File: src/rtl/out_chan_pkg.sv
package out_chan_pkg;

  typedef enum logic [1:0] {
    CH_OFF   = 2'd0,
    CH_ON    = 2'd1,
    CH_COOL  = 2'd2,
    CH_LATCH = 2'd3
  } ch_state_e;

  localparam int CAUSE_OPEN = 0;
  localparam int CAUSE_OCUR = 1;
  localparam int CAUSE_TEMP = 2;
  localparam int N_CAUSE    = 3;

  // Increment v by one when en is set, but never past lim.
  function automatic logic [31:0] sat_step(input logic [31:0] v,
                                           input logic [31:0] lim,
                                           input logic en);
    return (en && (v < lim)) ? v + 32'd1 : v;
  endfunction

  // A fault leads to latch-off when the policy says so or the retry budget is used up.
  function automatic logic must_latch(input logic latch_mode,
                                      input logic [31:0] retries,
                                      input logic [31:0] budget);
    return latch_mode || (retries >= budget);
  endfunction

endpackage

File: src/rtl/out_chan_satcnt.sv
module out_chan_satcnt
  import out_chan_pkg::*;
#(
  parameter int W = 8
) (
  input  logic         clk,
  input  logic         rst_n,
  input  logic         clr,
  input  logic         inc,
  output logic [W-1:0] cnt
);

  localparam logic [W-1:0] CMAX = '1;

  always_ff @(posedge clk or negedge rst_n) begin
    if (!rst_n)   cnt <= '0;
    else if (clr) cnt <= inc ? W'(1) : '0;
    else          cnt <= W'(sat_step(32'(cnt), 32'(CMAX), inc));
  end

endmodule

File: src/rtl/out_chan_evidence.sv
module out_chan_evidence
  import out_chan_pkg::*;
#(
  parameter int CNT_W = 8
) (
  input  logic                            clk,
  input  logic                            rst_n,
  input  logic                            clr,
  input  logic [N_CAUSE-1:0]              hit,
  output logic [N_CAUSE-1:0]              sticky,
  output logic [N_CAUSE-1:0][CNT_W-1:0]   counts
);

  for (genvar gi = 0; gi < N_CAUSE; gi++) begin : g_cause
    logic flag_q;

    always_ff @(posedge clk or negedge rst_n) begin
      if (!rst_n)   flag_q <= 1'b0;
      else if (clr) flag_q <= hit[gi];
      else          flag_q <= flag_q | hit[gi];
    end

    assign sticky[gi] = flag_q;

    out_chan_satcnt #(.W(CNT_W)) u_cnt (
      .clk   (clk),
      .rst_n (rst_n),
      .clr   (clr),
      .inc   (hit[gi]),
      .cnt   (counts[gi])
    );
  end

endmodule

File: src/rtl/out_chan_fsm.sv
module out_chan_fsm
  import out_chan_pkg::*;
#(
  parameter int TW = 16,
  parameter int RW = 4
) (
  input  logic               clk,
  input  logic               rst_n,
  input  logic               want,
  input  logic               supply_lost,
  input  logic               fault_clear,
  input  logic               latch_mode,
  input  logic [TW-1:0]      cfg_cooldown,
  input  logic [RW-1:0]      cfg_max_retry,
  input  logic [TW-1:0]      cfg_blank,
  input  logic [N_CAUSE-1:0] flt_raw,
  output ch_state_e          state,
  output logic [N_CAUSE-1:0] hit,
  output logic               blank_done
);

  ch_state_e     state_q, state_d;
  logic [TW-1:0] on_timer;
  logic [TW-1:0] cool_cnt;
  logic [RW-1:0] retry_cnt;
  logic          live;
  logic          any_hit;
  logic          go_latch;
  logic          cool_done;

  assign live       = (state_q == CH_ON) && !supply_lost;
  assign blank_done = on_timer >= cfg_blank;
  assign cool_done  = cool_cnt >= cfg_cooldown;

  assign hit[CAUSE_OPEN] = live && blank_done && flt_raw[CAUSE_OPEN];
  assign hit[CAUSE_OCUR] = live && blank_done && flt_raw[CAUSE_OCUR];
  assign hit[CAUSE_TEMP] = live && flt_raw[CAUSE_TEMP];
  assign any_hit         = |hit;
  assign go_latch        = must_latch(latch_mode, 32'(retry_cnt), 32'(cfg_max_retry));

  always_comb begin
    state_d = state_q;
    unique case (state_q)
      CH_OFF:   if (want) state_d = CH_ON;
      CH_ON: begin
        if (any_hit)    state_d = go_latch ? CH_LATCH : CH_COOL;
        else if (!want) state_d = CH_OFF;
      end
      CH_COOL: begin
        if (!want)          state_d = CH_OFF;
        else if (cool_done) state_d = CH_ON;
      end
      CH_LATCH: if (fault_clear) state_d = CH_OFF;
      default:  state_d = CH_OFF;
    endcase
  end

  always_ff @(posedge clk or negedge rst_n) begin
    if (!rst_n) state_q <= CH_OFF;
    else        state_q <= state_d;
  end

  always_ff @(posedge clk or negedge rst_n) begin
    if (!rst_n)                 on_timer <= '0;
    else if (state_q != CH_ON)  on_timer <= '0;
    else                        on_timer <= TW'(sat_step(32'(on_timer), 32'(cfg_blank), 1'b1));
  end

  always_ff @(posedge clk or negedge rst_n) begin
    if (!rst_n)                  cool_cnt <= '0;
    else if (state_q != CH_COOL) cool_cnt <= '0;
    else                         cool_cnt <= TW'(sat_step(32'(cool_cnt), 32'(cfg_cooldown), 1'b1));
  end

  always_ff @(posedge clk or negedge rst_n) begin
    if (!rst_n)                                  retry_cnt <= '0;
    else if (fault_clear || state_q == CH_OFF)   retry_cnt <= '0;
    else if (state_q == CH_ON && any_hit && !go_latch)
      retry_cnt <= retry_cnt + RW'(1);
  end

  assign state = state_q;

endmodule

File: src/rtl/out_chan_ctrl.sv
module out_chan_ctrl
  import out_chan_pkg::*;
#(
  parameter int CNT_W = 8,
  parameter int TW    = 16,
  parameter int RW    = 4
) (
  input  logic             clk,
  input  logic             rst_n,
  input  logic             cfg_enable,
  input  logic             cmd_on,
  input  logic             supply_lost,
  input  logic             flt_open,
  input  logic             flt_ocur,
  input  logic             flt_temp,
  input  logic             cfg_latch_mode,
  input  logic [TW-1:0]    cfg_cooldown,
  input  logic [RW-1:0]    cfg_max_retry,
  input  logic [TW-1:0]    cfg_blank,
  input  logic             fault_clear,
  output logic             drive_out,
  output logic             latched_off,
  output logic [2:0]       sticky_status,
  output logic [CNT_W-1:0] cnt_open,
  output logic [CNT_W-1:0] cnt_ocur,
  output logic [CNT_W-1:0] cnt_temp
);

  logic                          want;
  logic [N_CAUSE-1:0]            flt_raw;
  logic [N_CAUSE-1:0]            fault_hit;
  logic [N_CAUSE-1:0][CNT_W-1:0] cause_cnt;
  logic                          blank_done;
  ch_state_e                     ch_state;

  assign want = cfg_enable && cmd_on && !supply_lost;

  assign flt_raw[CAUSE_OPEN] = flt_open;
  assign flt_raw[CAUSE_OCUR] = flt_ocur;
  assign flt_raw[CAUSE_TEMP] = flt_temp;

  out_chan_fsm #(.TW(TW), .RW(RW)) u_fsm (
    .clk           (clk),
    .rst_n         (rst_n),
    .want          (want),
    .supply_lost   (supply_lost),
    .fault_clear   (fault_clear),
    .latch_mode    (cfg_latch_mode),
    .cfg_cooldown  (cfg_cooldown),
    .cfg_max_retry (cfg_max_retry),
    .cfg_blank     (cfg_blank),
    .flt_raw       (flt_raw),
    .state         (ch_state),
    .hit           (fault_hit),
    .blank_done    (blank_done)
  );

  out_chan_evidence #(.CNT_W(CNT_W)) u_evd (
    .clk    (clk),
    .rst_n  (rst_n),
    .clr    (fault_clear),
    .hit    (fault_hit),
    .sticky (sticky_status),
    .counts (cause_cnt)
  );

  // Supply loss gates the drive combinationally: no clock edge is needed to go safe.
  assign drive_out   = (ch_state == CH_ON) && !supply_lost;
  assign latched_off = (ch_state == CH_LATCH);
  assign cnt_open    = cause_cnt[CAUSE_OPEN];
  assign cnt_ocur    = cause_cnt[CAUSE_OCUR];
  assign cnt_temp    = cause_cnt[CAUSE_TEMP];

endmodule

File: config.mk
export PLATFORM = sky130hd
export DESIGN_NAME = out_chan_ctrl
export DESIGN_NICKNAME = d
export VERILOG_FILES = /design/src/rtl/out_chan_pkg.sv /design/src/rtl/out_chan_satcnt.sv /design/src/rtl/out_chan_evidence.sv /design/src/rtl/out_chan_fsm.sv /design/src/rtl/out_chan_ctrl.sv
export SDC_FILE = /design/constraint.sdc
export NUM_CORES = 1
export LEC_CHECK = 0
export BUFFER_PORTS_ARGS = -buffer_cell sky130_fd_sc_hd__buf_4
export CORE_ASPECT_RATIO = 1.1
export CORE_MARGIN = 3
export CORE_UTILIZATION = 57
export CTS_CLUSTER_SIZE = 24
export DETAILED_ROUTE_END_ITERATION = 8
export PLACE_DENSITY = 0.93
export REMOVE_ABC_BUFFERS = 1
export SETUP_SLACK_MARGIN = 0.2
export SYNTH_ARGS = -nofsm -noshare
export SYNTH_HDL_FRONTEND = slang
export SYNTH_SLANG_ARGS = --single-unit
File: constraint.sdc
create_clock -name clk -period 3.35 [get_ports clk]
set_input_delay 0.335 -clock clk [delete_from_list [all_inputs] [get_ports clk]]
set_output_delay 0.335 -clock clk [all_outputs]
set_load 0.05 [all_outputs]
After elaboration in Yosys (flattened, before gate mapping)
Index checks and enable logic that the tools add are counted.
- register bits: 65
- output and inout port bits: 29
- logic and storage cells: 87
- $add $sub $neg: 6
- magnitude comparators: 8
- equal/unequal tests: 9
- muxes and demuxes: 26
- bitwise gates (word level): 3
- reductions and logical operators: 25
- operators by type and width (cell ; count):
    16-bit two-way mux ; 4
    8-bit two-way mux ; 6
    16-bit by 1-bit adder with 16-bit output (second input constant) ; 2
    16-bit greater-or-equal comparator ; 2
    16-bit less-than comparator ; 2
    8-bit by 1-bit adder with 8-bit output (second input constant) ; 3
    8-bit less-than comparator (second input constant) ; 3
    1-bit logical AND ; 12
    2-bit two-way mux ; 6
    2-bit nonzero test ; 6
    4-bit two-way mux ; 2
    2-bit one-hot mux with 4 select lines ; 1
    1-bit two-way mux ; 7
    3-bit inequality test (second input constant) ; 2
    4-bit by 1-bit adder with 4-bit output (second input constant) ; 1
    2-bit equality test (second input constant) ; 2
    4-bit greater-or-equal comparator ; 1
    2-bit by 1-bit inequality test with 1-bit output (second input constant) ; 2
    2-bit inequality test (second input constant) ; 2
    4-bit AND reduction ; 1
    1-bit OR ; 3
    3-bit OR reduction ; 1
    2-bit by 1-bit equality test with 1-bit output (second input constant) ; 1
    1-bit zero test ; 2
    2 further kinds ; 3

Depth between registers and ports, before layout
- depth in word-level cells: 9
- mapped depth: 10
- depth with buffers taken out: 9

Modules after synthesis
From an unflattened synthesis, not the netlist that was laid out.
- cell total of the unflattened synthesis: 517
- area, all modules: 4687.0 µm²
- by module, submodules not included (module ; instances ; cells an instance ; area each (µm²) ; seq. area each (µm²)):
    out_chan_fsm ; 1 ; 357 ; 3060.4 ; 950.9
    out_chan_satcnt ; 3 ; 49 ; 491.7 ; 200.2
    out_chan_evidence ; 1 ; 10 ; 123.9 ; 75.1
    out_chan_ctrl ; 1 ; 3 ; 27.5 ; 0.0

Worst setup path before layout
OpenSTA, ideal clock, no wires.
- path kind: flip-flop to flip-flop
- start: register u_fsm.state_q[1] (netlist: u_fsm.state[1])
- end: register u_evd.g_cause[2].u_cnt.cnt[5]
- arrival: 2.400 ns
- required time: 3.272 ns
- setup slack: 0.871 ns
- cell stages (with the launch flop): 7
- path through: dfrtp_1 > nor3b_2 > nand2_1 > nor2_2 > nand4_1 > or3_1 > a21oi_1
- longest elaborated chain between the ends: 5
- ends and longest elaborated chain (item ; RTL line ; text):
    start: declaration ; out_chan_fsm.sv:22 ; ch_state_e state_q, state_d;
    start signal: assignment ; out_chan_fsm.sv:60 ; else state_q <= state_d;
    2-bit by 1-bit equality test with 1-bit output ; - ;
    1-bit logical AND ; - ;
    named net drive_out ; out_chan_ctrl.sv:21 ; output logic drive_out,
    1-bit logical AND ; out_chan_fsm.sv:37 ; assign hit[CAUSE_TEMP] = live && flt_raw[CAUSE_TEMP];
    1-bit logical AND ; out_chan_pkg.sv:19 ; return (en && (v < lim)) ? v + 32'd1 : v;
    2-bit nonzero test (no line) ; - ;
    end signal: assignment ; out_chan_satcnt.sv:17 ; else if (clr) cnt <= inc ? W'(1) : '0;
    end signal: assignment ; out_chan_satcnt.sv:18 ; else cnt <= W'(sat_step(32'(cnt), 32'(CMAX), inc));
    end: declaration ; out_chan_satcnt.sv:10 ; output logic [W-1:0] cnt
The timed path passes the listed nets, and every way through them passes these cells.
A chain may end at the register's enable or synchronous reset.

Final worst setup path
- start: register u_fsm.cool_cnt[5]
- end: register u_fsm.cool_cnt[14]
- longest elaborated chain between the ends: 3
- elaborated cells on any way between the ends: 5
- classes of those cells: add/sub: 1; order compare: 1; mux: 2; reduce/logical: 1
- ends and longest elaborated chain (item ; RTL line ; text):
    start: declaration ; out_chan_fsm.sv:24 ; logic [TW-1:0] cool_cnt;
    start signal: assignment ; out_chan_fsm.sv:72 ; else cool_cnt <= TW'(sat_step(32'(cool_cnt), 32'(cfg_cooldown), 1'b1));
    16-bit by 1-bit adder with 16-bit output ; out_chan_pkg.sv:19 ;
    16-bit two-way mux ; out_chan_pkg.sv:19 ;
    16-bit two-way mux ; out_chan_fsm.sv:71 ; else if (state_q != CH_COOL) cool_cnt <= '0;
Parallel ways exist; a longest one is shown, timed or not. The select of a mux whose other input is x is not followed.

==> key figures <==
Critical path
  – Critical-path cell list: ha_1 -> a211oi_1 -> nor2_1 -> a221oi_1 -> nand4_1 -> or3_1 -> a21oi_1
  – Arrival @ worst endpoint: 3.05 ns
  – Max stage delay on crit path: 0.51 ns
  – Kind of critical path: flip-flop to flip-flop
  – Critical Path Fanout Max: 11
  – Flop2flop setup slack: 0.57 ns
  – FF-to-FF End: u_fsm.cool_cnt[14]
  – Reg-to-reg startpoint: u_fsm.cool_cnt[5]
  – CP Buf/Inv Count: 0
  – CP startpoint: u_fsm.cool_cnt[5]
  – Critical path startpoint category: flip-flop
  – Kind of cell adding the most delay to the critical path: simple AND/OR/NAND/NOR gates
  – CP Capture Type: flip-flop
  – Reg2reg path depth: 7
  – Critical Path Stages: 7
  – CP required: 3.62 ns
  – Slowest cell on crit path: a221oi_1

Synth
  – Simple-Gate Fraction of Synth Area: 20.93%
  – Sequential cell area fraction in the yosys report: 38.44%
  – Multiplexer fraction of the synthesized cell area: 1.715%
  – Post-synth top area share: 38.44%
  – Main flop type after synthesis: dfrtp_1
  – Post-synthesis async set-or-reset flop share: 100.0%
  – Synth Register Bits: 65
  – Largest family of logic cells by synthesized area: simple AND/OR/NAND/NOR gates
  – Cell Area, Synth: 4232 sq um
  – Yosys warns: 0
  – Synth Area in Compound Gates: 15.35%
  – Syn Area/Cell: 8.853 sq um
  – Adder-Cell Fraction of Synth Area: 12.42%
  – Netlist cell types: 52
  – Post-Synthesis Cells: 478
  – Synth top area cells: dfrtp_1 (38%), ha_1 (12%), inv_1 (4.8%)
  – Yosys top cell by area: dfrtp_1
  – XOR/XNOR Fraction of Synth Area: 4.967%
  – Post-synth EDFFs: 0

Clock tree
  – Clock slew at reported path FFs: 0.08 ns
  – H-tree depth: 3
  – CTS tree: built
  – CTS Buf Count: 9
  – Clock sinks: 65
  – Clk root buf: clkbuf_8
  – Clock buffer depth: 2
  – Worst-skew pair later-pin latency: 0.35 ns
  – Postcts setup bufs: 0

Floorplan
  – Starting density of the core: 59.37%
  – Num rows: 32
  – Core Area: 7127 sq um
  – Die Wd: 88.15 microns
  – Die ar.: 8495 sq um
  – Die height: 96.37 microns
  – Top Ports: 75

Power
  – Combinational share of power: 9.9%
  – Sequential group share of total power: 46.6%
  – Sw Share: 25.50%
  – P_sw: 438.4 uW
  – Reported leakage power: 2.460 nW
  – Clock share of power: 43.5%
  – Power Density: 339.2 nW/um^2
  – Int Power: 1.281 mW
  – Maximum vdd drop: 0.3628 mV

Timing
  – Final worst setup slack: 0.5732 ns
  – Max-slew headroom: 45.32%
  – RSZ-0062 raised after global routing: no
  – Hold Fails Final Rpt: 0
  – Upper clock frequency limit: 0.3601 GHz
  – Sum Neg Setup Slack: 0 ns
  – Setup Skew: 0.01391 ns
  – Worst Max-Slew Pin Slew: 0.8202 ns
  – Final min period: 2.777 ns
  – Slew Limit Fails: 0
  – Period utilization: 82.89%
  – Endpoints failing setup: 0

Placed design
  – Detailed Place HPWL: 7.601 mm
  – DP Worst Slack: 0.4619 ns
  – IO buf count: 74
  – Cells after DPL: 626
  – GP Congestion: 0.8205

Cells and area
  – Commonest non-fill, non-tap cell in the layout: buf_4
  – Most frequent cells in the layout: buf_4 (75), dfrtp_1 (65), inv_1 (54)
  – Layout cells sized above 1: 18.49%
  – Antenna cell count: 0
  – Final cell count without fillers: 642
  – Final nets: 640
  – Fin util: 71.10%
  – Area Overhead vs Synth: 19.75%

Worst hold path
  – Hold crit path type: input port to asynchronous set/reset pin

Route
  – Drt via density: 5.991
  – WL/cell: 16.04 microns
  – DR vias: 3846
  – Initial DRC Count: 159
  – Remaining routing DRC violations: 0
  – DRT antenna net count: 0
  – Final wirelength: 10.30 mm
  – TritonRoute pass-1 iters: 4

Global routing
  – First-pass GRT wire length: 17.02 mm
  – Largest net degree at the start of global routing: 66
  – Vias in the first global route: 3781
  – Met2 Usage GRT: 46.23%
  – GRT busiest layer: met2
  – Total track usage: 25.69%
  – GRT overflow: 0
  – Antenna violations before repair: 0
  – M1 GR Usage: 29.21%
  – M3 GR Usage: 5.565%

Flow run
  – Max cap viols: 0

Run status
  – Status: finished, final reports clean
==> final cells by class <==
| class | instances | area [sq um] |
|---|---|---|
| Fill cell | 534 | 2059 |
| Sequential cell | 65 | 1627 |
| Clock inverter | 7 | 95.09 |
| Tap cell | 85 | 106.4 |
| Multi-Input combinational cell | 347 | 2350 |
| Inverter | 54 | 202.7 |
| Timing Repair Buffer | 75 | 563.0 |
| Clock buffer | 9 | 123.9 |
==> cell usage after synthesis (2+ instances only) <==
cell	count
buf_2	2
a21o_1	2
and3_1	11
nand4_1	19
or3_1	18
nor4_1	2
mux2_2	2
xnor2_1	9
nand2b_1	4
mux2i_1	5
inv_1	54
or4_1	7
nor3_1	2
o31a_1	2
clkbuf_1	6
xor2_1	15
o2111ai_1	2
ha_1	42
nand2_1	29
o31ai_1	8
dfrtp_1	65
a21oi_1	39
o21ai_0	32
o21a_1	2
nand3_1	21
a211oi_1	4
and2_1	5
and4_1	2
buf_4	3
nor2_1	42
==> registers in the layout, summed over array words and instances, names as in the netlist <==
| signal | flops |
|---|---|
| u_fsm.state | 2 |
| u_evd.g_cause.u_cnt.cnt | 24 |
| u_fsm.cool_cnt | 16 |
| u_fsm.retry_cnt | 4 |
| u_fsm.on_timer | 16 |
| u_evd.g_cause.flag_q | 3 |
==> power by group through the flow <==
stage | clock network [mW] | logic (mW) | registers (mW)
floorplan | 0 | 0.0720 | 0.823
global placement | 0 | 0.162 | 0.815
detailed placement | 0 | 0.171 | 0.816
CTS | 0.749 | 0.172 | 0.801
global route | 0.787 | 0.191 | 0.802
finish | 0.747 | 0.171 | 0.801
==> stage by stage <==
| stage | hold slack (ns) | cell area [sq um] | power (mW) |
|---|---|---|---|
| floorplan | 0.03941 | 4173 | 0.8950 |
| global placement | 0.4822 | 4842 | 0.9770 |
| detailed placement | 0.4841 | 4842 | 0.9869 |
| CTS | 0.1046 | 5061 | 1.723 |
| global route | 0.1164 | 5067 | 1.780 |
| finish | 0.06023 | 5067 | 1.719 |
==> timing repair <==
item,CTS,global route
endpoints found under the setup margin,0,2
hold buffers,0,0
resized for setup,0,1
==> worst max path at each step <==
| stage | endpoint | slack [ns] |
|---|---|---|
| global route | u_fsm.cool_cnt[15] | 0.31 |
| global placement | u_evd.g_cause[1].u_cnt.cnt[5] | 0.62 |
| floorplan | u_fsm.on_timer[12] | 0.71 |
| finish | u_fsm.cool_cnt[14] | 0.57 |
| detailed placement | u_evd.g_cause[1].u_cnt.cnt[6] | 0.46 |
| CTS | u_evd.g_cause[1].u_cnt.cnt[4] | 0.44 |
==> per-layer routing <==
| layer | vias up | share of wire (%) | wire (microns) |
|---|---|---|---|
| met5 | - | 0 | 0 |
| met4 | 0 | 1.8 | 189 |
| met3 | 17 | 6.1 | 628 |
| met2 | 130 | 52 | 5317 |
| met1 | 1855 | 40 | 4163 |
| li1 | 1844 | - | - |
==> cell families after synthesis <==
kind of cell	after synthesis
AND/OR/NAND/NOR	170
AO/OA/AOI/OAI	104
buffers and inverters	66
flip-flops	65
adder cells (fa/ha/maj)	42
XOR/XNOR	24
multiplexers	7
No activity file was read; power rests on OpenSTA's default activity.
